File: src/rtl/phy_irq_pkg.sv
package phy_irq_pkg;
  localparam int unsigned DW        = 16;
  localparam int unsigned AW        = 5;
  localparam logic [AW-1:0] MASK_ADDR = 5'h10;
  localparam logic [AW-1:0] STAT_ADDR = 5'h11;
  localparam int unsigned LOCK_LO   = 12;
  localparam int unsigned LOCK_HI   = 15;
  localparam logic [DW-1:0] MASK_RST = 16'h4000;
endpackage

File: src/rtl/phy_irq_mask_reg.sv
module phy_irq_mask_reg #(
  parameter int unsigned DW = 16,
  parameter int unsigned LOCK_LO = 12,
  parameter int unsigned LOCK_HI = 15,
  parameter logic [DW-1:0] RST_VAL = '0
) (
  input  logic          clk_i,
  input  logic          rst_ni,
  input  logic          wr_i,
  input  logic          compat_i,
  input  logic [DW-1:0] wdata_i,
  output logic [DW-1:0] eff_o
);
  logic [DW-1:0] mask_q;

  for (genvar b = 0; b < DW; b++) begin : g_bit
    if (b == 0) begin : g_rsvd
      assign mask_q[b] = 1'b0 & wdata_i[b];
      assign eff_o[b]  = 1'b0;
    end else if (b >= LOCK_LO && b <= LOCK_HI) begin : g_lock
      always_ff @(posedge clk_i or negedge rst_ni)
        if (!rst_ni)                mask_q[b] <= RST_VAL[b];
        else if (wr_i && !compat_i) mask_q[b] <= wdata_i[b];
      assign eff_o[b] = mask_q[b] & ~compat_i;
    end else begin : g_plain
      always_ff @(posedge clk_i or negedge rst_ni)
        if (!rst_ni)   mask_q[b] <= RST_VAL[b];
        else if (wr_i) mask_q[b] <= wdata_i[b];
      assign eff_o[b] = mask_q[b];
    end
  end
endmodule

File: src/rtl/phy_irq_stat_reg.sv
module phy_irq_stat_reg #(
  parameter int unsigned DW = 16
) (
  input  logic          clk_i,
  input  logic          rst_ni,
  input  logic [DW-1:0] evt_i,
  input  logic          clr_i,
  output logic [DW-1:0] stat_o
);
  for (genvar b = 0; b < DW; b++) begin : g_bit
    if (b == 0) begin : g_rsvd
      assign stat_o[b] = 1'b0 & evt_i[b];
    end else begin : g_evt
      // set wins over clear-on-read
      always_ff @(posedge clk_i or negedge rst_ni)
        if (!rst_ni)        stat_o[b] <= 1'b0;
        else if (evt_i[b])  stat_o[b] <= 1'b1;
        else if (clr_i)     stat_o[b] <= 1'b0;
    end
  end
endmodule

File: src/rtl/phy_irq_out.sv
module phy_irq_out #(
  parameter int unsigned DW = 16
) (
  input  logic          clk_i,
  input  logic          rst_ni,
  input  logic [DW-1:0] stat_i,
  input  logic [DW-1:0] eff_i,
  output logic          irq_o
);
  always_ff @(posedge clk_i or negedge rst_ni)
    if (!rst_ni) irq_o <= 1'b0;
    else         irq_o <= |(stat_i & eff_i);
endmodule

File: src/rtl/phy_irq_ctrl.sv
module phy_irq_ctrl
  import phy_irq_pkg::*;
(
  input  logic          clk_i,
  input  logic          rst_ni,
  input  logic          compat_mode_i,
  input  logic [DW-1:0] evt_i,
  input  logic          we_i,
  input  logic          re_i,
  input  logic [AW-1:0] addr_i,
  input  logic [DW-1:0] wdata_i,
  output logic [DW-1:0] rdata_o,
  output logic          irq_o
);
  logic [DW-1:0] stat_q, mask_eff;
  logic          mask_wr, stat_rd;

  assign mask_wr = we_i && (addr_i == MASK_ADDR);
  assign stat_rd = re_i && (addr_i == STAT_ADDR);

  phy_irq_mask_reg #(.DW(DW), .LOCK_LO(LOCK_LO), .LOCK_HI(LOCK_HI), .RST_VAL(MASK_RST)) u_mask (
    .clk_i, .rst_ni, .wr_i(mask_wr), .compat_i(compat_mode_i), .wdata_i, .eff_o(mask_eff)
  );

  phy_irq_stat_reg #(.DW(DW)) u_stat (
    .clk_i, .rst_ni, .evt_i, .clr_i(stat_rd), .stat_o(stat_q)
  );

  phy_irq_out #(.DW(DW)) u_irq (
    .clk_i, .rst_ni, .stat_i(stat_q), .eff_i(mask_eff), .irq_o
  );

  always_comb begin
    rdata_o = '0;
    if (re_i) begin
      if (addr_i == MASK_ADDR)      rdata_o = mask_eff;
      else if (addr_i == STAT_ADDR) rdata_o = stat_q;
    end
  end
endmodule

File: config.mk
export PLATFORM = sky130hd
export DESIGN_NAME = phy_irq_ctrl
export DESIGN_NICKNAME = d
export VERILOG_FILES = /design/src/rtl/phy_irq_pkg.sv /design/src/rtl/phy_irq_mask_reg.sv /design/src/rtl/phy_irq_stat_reg.sv /design/src/rtl/phy_irq_out.sv /design/src/rtl/phy_irq_ctrl.sv
export SDC_FILE = /design/constraint.sdc
export NUM_CORES = 1
export LEC_CHECK = 0
export BUFFER_PORTS_ARGS = -buffer_cell sky130_fd_sc_hd__buf_2
export CORE_ASPECT_RATIO = 1.4
export CORE_UTILIZATION = 40
export DETAILED_ROUTE_END_ITERATION = 16
export PLACE_DENSITY = 0.68
export SYNTH_ARGS = -nofsm -noshare
export SYNTH_HDL_FRONTEND = slang
export SYNTH_SLANG_ARGS = --single-unit
File: constraint.sdc
create_clock -name clk_i -period 1.7 [get_ports clk_i]
set_clock_uncertainty 0.15 [all_clocks]
set_input_delay 0.34 -clock clk_i [delete_from_list [all_inputs] [get_ports clk_i]]
set_output_delay 0.34 -clock clk_i [all_outputs]
set_load 0.1 [all_outputs]
---- After elaboration in Yosys (flattened, before gate mapping) ----
Cells that the tools add are included.
storage, ports and cells
  bits in registers ....................... 31
  input port bits ......................... 42
  output and inout port bits .............. 17
  logic and storage cells ................. 78
cells by class
  equality and inequality tests ........... 2
  multiplexer cells ....................... 19
  bitwise gates (word level) .............. 6
  reductions and logical operators ........ 20
operators with widths
  kind                count
  $mux 16             3
  $reduce_bool 2->1   15
  $and 16x16->16      1
  $mux 1              16
  $reduce_or 16->1    1
  $eq 5x5->1 const B  2
  $and 1x1->1         4
  $logic_and 1x1->1   3
  $logic_not 1->1     1
  $not 1->1           1

---- Logic depth before layout (Yosys ltp) ----
  depth after elaboration ................. 4
  mapped depth ............................ 4
  gate-level depth less buffers ........... 3

---- Cells and area by module ----
Synthesis repeated with hierarchy kept, for this count alone.
second synthesis, totals
  cells, all modules ...................... 135
  area total of the unflattened synthesis .. 1712.9 µm²
by module, submodules not included
  module            instances  cells each  area each (µm²)  sequential area each (µm²)
  phy_irq_mask_reg  1          49          696.9            376.6
  phy_irq_stat_reg  1          34          520.5            375.4
  phy_irq_ctrl      1          42          369.1            0.0
  phy_irq_out       1          10          126.4            25.0

---- Least setup slack after synthesis ----
No wires, ideal clock.
  path type ............................... in2out
  start ................................... in addr_i[1]
  end ..................................... out rdata_o[10]
  arrival ................................. 2.337 ns
  data required time ...................... 1.210 ns
  setup slack ............................. -1.127 ns
  stages on the path ...................... 4
  path buffers ............................ 1
  cells stage by stage .................... nor4b_4 nand2_1 clkbuf_1 nor2_1
on the way
  cells in the longest elaborated chain, start to end .. 4
  elaborated cells between the ends (all ways) .. 5
  classes of those cells .................. eq/ne: 2; mux: 3
RTL lines
  what             line                source
  start, declared  phy_irq_ctrl.sv:10  input logic [AW-1:0] addr_i,
  $eq 5x5->1       phy_irq_ctrl.sv:37  else if (addr_i == STAT_ADDR) rdata_o = stat_q;
  $mux 16          phy_irq_ctrl.sv:37
  $mux 16 *        phy_irq_ctrl.sv:36  if (addr_i == MASK_ADDR) rdata_o = mask_eff;
  $mux 16 *        phy_irq_ctrl.sv:35  if (re_i) begin
  end, declared    phy_irq_ctrl.sv:12  output logic [DW-1:0] rdata_o,
Mark *: on every way between the ends. The rest lies on a longest branch, timed or not.

---- Worst setup path in the final report ----
  start ................................... in addr_i[3]
  end ..................................... out rdata_o[8]
Same word-level chain as after synthesis.

==> flow_metrics.tcl <==
set metrics [dict create \
    outcome "complete, but fails checks" \
    failed_checks "negative setup slack" \
    synth.avg_cell_area_um2 12.6 \
    syn_inst 114 \
    clkLatencyLatePin_ns 0.28 \
    via_per_inst 5.32 \
    drtAntennaViolNets 0 \
    period_minus_slack_ns 1.87 \
    mostFrequentLayoutCells "38 x buf_2, 30 x dfrtp_1, 18 x buf_12" \
    period_share_pct 110 \
    worst_slew_pin_slew_ns 0.698 \
    ios 59 \
    drt_first_pass_iters 4 \
    grt_pass1_wl_mm 5.88 \
    setup_ws_ns -0.172 \
    synth_top_family_by_area "multiplexers" \
    cts_tree "yes" \
    synth_compound_area_share_pct 14.2 \
    post_drt_wl_per_cell_um 16.9 \
    crit_path_end_kind "output pin" \
    num_antenna_cells 0 \
    die-area_um2 3820 \
    synth-xor-area-share_pct 0 \
    p_switching_uw 504 \
    final_nets 224 \
    slew_viol_final 0 \
    antenna_found_initial 0 \
    dpl.hpwl_mm 2.70 \
    drive_above_1_share_pct 58.5 \
    r2r-start "u_stat.stat_o[11]" \
    hold_violations 0 \
    synth_area_leaders "dfrtp_1 52%, mux2_2 12%, a21o_1 7.9%, mux2i_1 7.7%, a22oi_1 5.2%" \
    rows 25 \
    synth-simple-area-share_pct 9.18 \
    cap_violations 0 \
    post-route-util_pct 68.9 \
    startpoint_type "input port" \
    start_util_pct 42.0 \
    routed_wl_mm 3.76 \
    muxShareOfSynthArea_pct 19.5 \
    crit_type "input port to output pin" \
    crit_path_max_fanout 8 \
    setup_violations 15 \
    coreArea_um2 3410 \
    worst-r2r-setup-slack_ns 0.22 \
    grt.total_usage_pct 21.7 \
    hold_path.class "input port to register" \
    via_count 1187 \
    min_from "evt_i[3]" \
    placed_area_um2 2170 \
    nFillCells 270 \
    cts_made_buffers 5 \
    yosysUniqueCellTypes 21 \
    drc 0 \
    cts_root_buf "clkbuf_8" \
    fp.dieW_um 52.6 \
    p_leak_nw 1.04 \
    clock_power_share_pct 30.9 \
    vdd_drop_max_v 0.000687 \
    swShare_pct 28.2 \
    synth_top_area_cell "dfrtp_1" \
    synthAdderAreaFrac_pct 0 \
    slew_headroom_pct 53.4 \
    seq_area_frac_synth_pct 54.3 \
    ys_ff_latch 31 \
    area_delta_synth_final_pct 64.1 \
    cts.sinks 31 \
    power.density_nw_per_um2 761 \
    clk_pin_slew_worst_paths_ns 0.06 \
    ys_warn_count 0 \
    syn_area_um2 1430 \
    clockBufferDepth 2 \
    p_seq_share_pct 48.4 \
    grt_pass1_vias 1268 \
    portBuffers 55 \
    synth_top_area_share_pct 52.4 \
    h-tree-depth 2 \
    final_common_cell "buf_2" \
    p_total_mw 1.79 \
    internal_power_mw 1.28 \
    cp-startpoint "addr_i[3]" \
    grt_max_degree 32 \
    comb_power_share_pct 20.7 \
    die_y_um 72.8 \
    fmaxAchievable_mhz 534 \
    worstPathArrival_ns 1.38 \
    dp_worst_setup_slack_ns -0.234 \
    drtIter0Drc 28 \
    place_congestion 0.715 \
    rsz0062_at_grt "true" \
    stdcell_area_um2 2350 \
    grt-ovfl-total 0 \
    syn-num-nets 156 \
    crit_required_ns 1.21 \
    setup_tns_ns -2.39 \
]
## power by group through the flow
stage	clock, mW	sequential [mW]	combinational (mW)
3_5_place_dp	0	0.878	0.356
4_1_cts	0.578	0.864	0.365
2_1_floorplan	0	0.876	0.226
3_3_place_gp	0	0.871	0.346
6_report	0.552	0.865	0.369
5_1_grt	0.597	0.873	0.396
## repair_timing
action | 4_1_cts | 5_1_grt
hold buffers | 1 | 0
setup endpoints to repair | 15 | 26
resized for setup | 3 | 6
cloned | 1 | 1
buffers inserted | 1 | 1
pin swaps | 3 | 5
hold endpoints to repair | 30 | 0
## flip-flops by register name (all words and copies together) (netlist names)
| name | flops |
|---|---|
| u_irq.irq_o | 1 |
| u_mask.eff_o | 11 |
| u_stat.stat_o | 15 |
| u_mask.mask_q | 4 |
## path summary, 6_finish.rpt
| check | cells after the start | to |
|---|---|---|
| setup / recovery | 6 | rdata_o[8] |
| hold / removal | 2 | u_stat.stat_o[3] |
| setup reg to reg | 3 | u_irq.irq_o |
| hold reg to reg | 1 | u_stat.stat_o[4] |
| max in group asynchronous | 2 | u_stat.stat_o[9] |
| min in group asynchronous | 2 | u_mask.eff_o[8] |
## through the flow
step	cells	hold slack (ns)
2_1_floorplan	114	-0.106
3_3_place_gp	212	0.253
3_5_place_dp	212	0.278
4_1_cts	223	0.0625
5_1_grt	223	0.0743
6_report	223	0.0823
## critical path, stage by stage
cell and delay [ns]:
buf_6 0.10, nor4b_4 0.35, nand2_4 0.12, buf_12 0.17, nor2_4 0.11, buf_12 0.18
## kinds of logic (layout without fill, tap and decap cells)
kind of cell | Yosys count | in the layout
other cells | 1 | 1
buf+inv | 6 | 75
simple gates | 23 | 23
flops | 31 | 31
compound gates | 27 | 27
mux | 26 | 26
## layer usage
metal  vias up  share of wire (%)  GRT usage (%)  wire [um]
met3         8                5.2           5.83        194
met2        41                 55           37.7       2090
met4         0                1.7           8.77         65
met5         -                  0              0          0
met1       592                 38           24.5       1420
li1        546                  -              -          -
## area by class of cell
class / instances / area [um^2] / share of cell area [%]
multi-input combinational: 77 / 761 / 32.4
clock buffer: 8 / 80.1 / 3.41
timing repair buffer: 67 / 681 / 29.0
sequential: 31 / 777 / 33.1
tap: 40 / 50.0 / 2.13
## synthesized netlist by cell type
master / number
mux2i_1: 11
clkbuf_1: 1
and4bb_1: 1
nand3b_2: 1
buf_2: 3
nand3_1: 1
or3b_2: 1
dfrtp_1: 30
a21o_1: 15
a22oi_1: 10
nand4_1: 1
dfstp_2: 1
nand2_1: 1
mux2_2: 15
buf_4: 1
nor4b_4: 1
buf_6: 1
a222oi_1: 1
a21oi_1: 1
nor2_1: 16
conb_1: 1
Note: power is estimated with default switching activity, not from simulation.
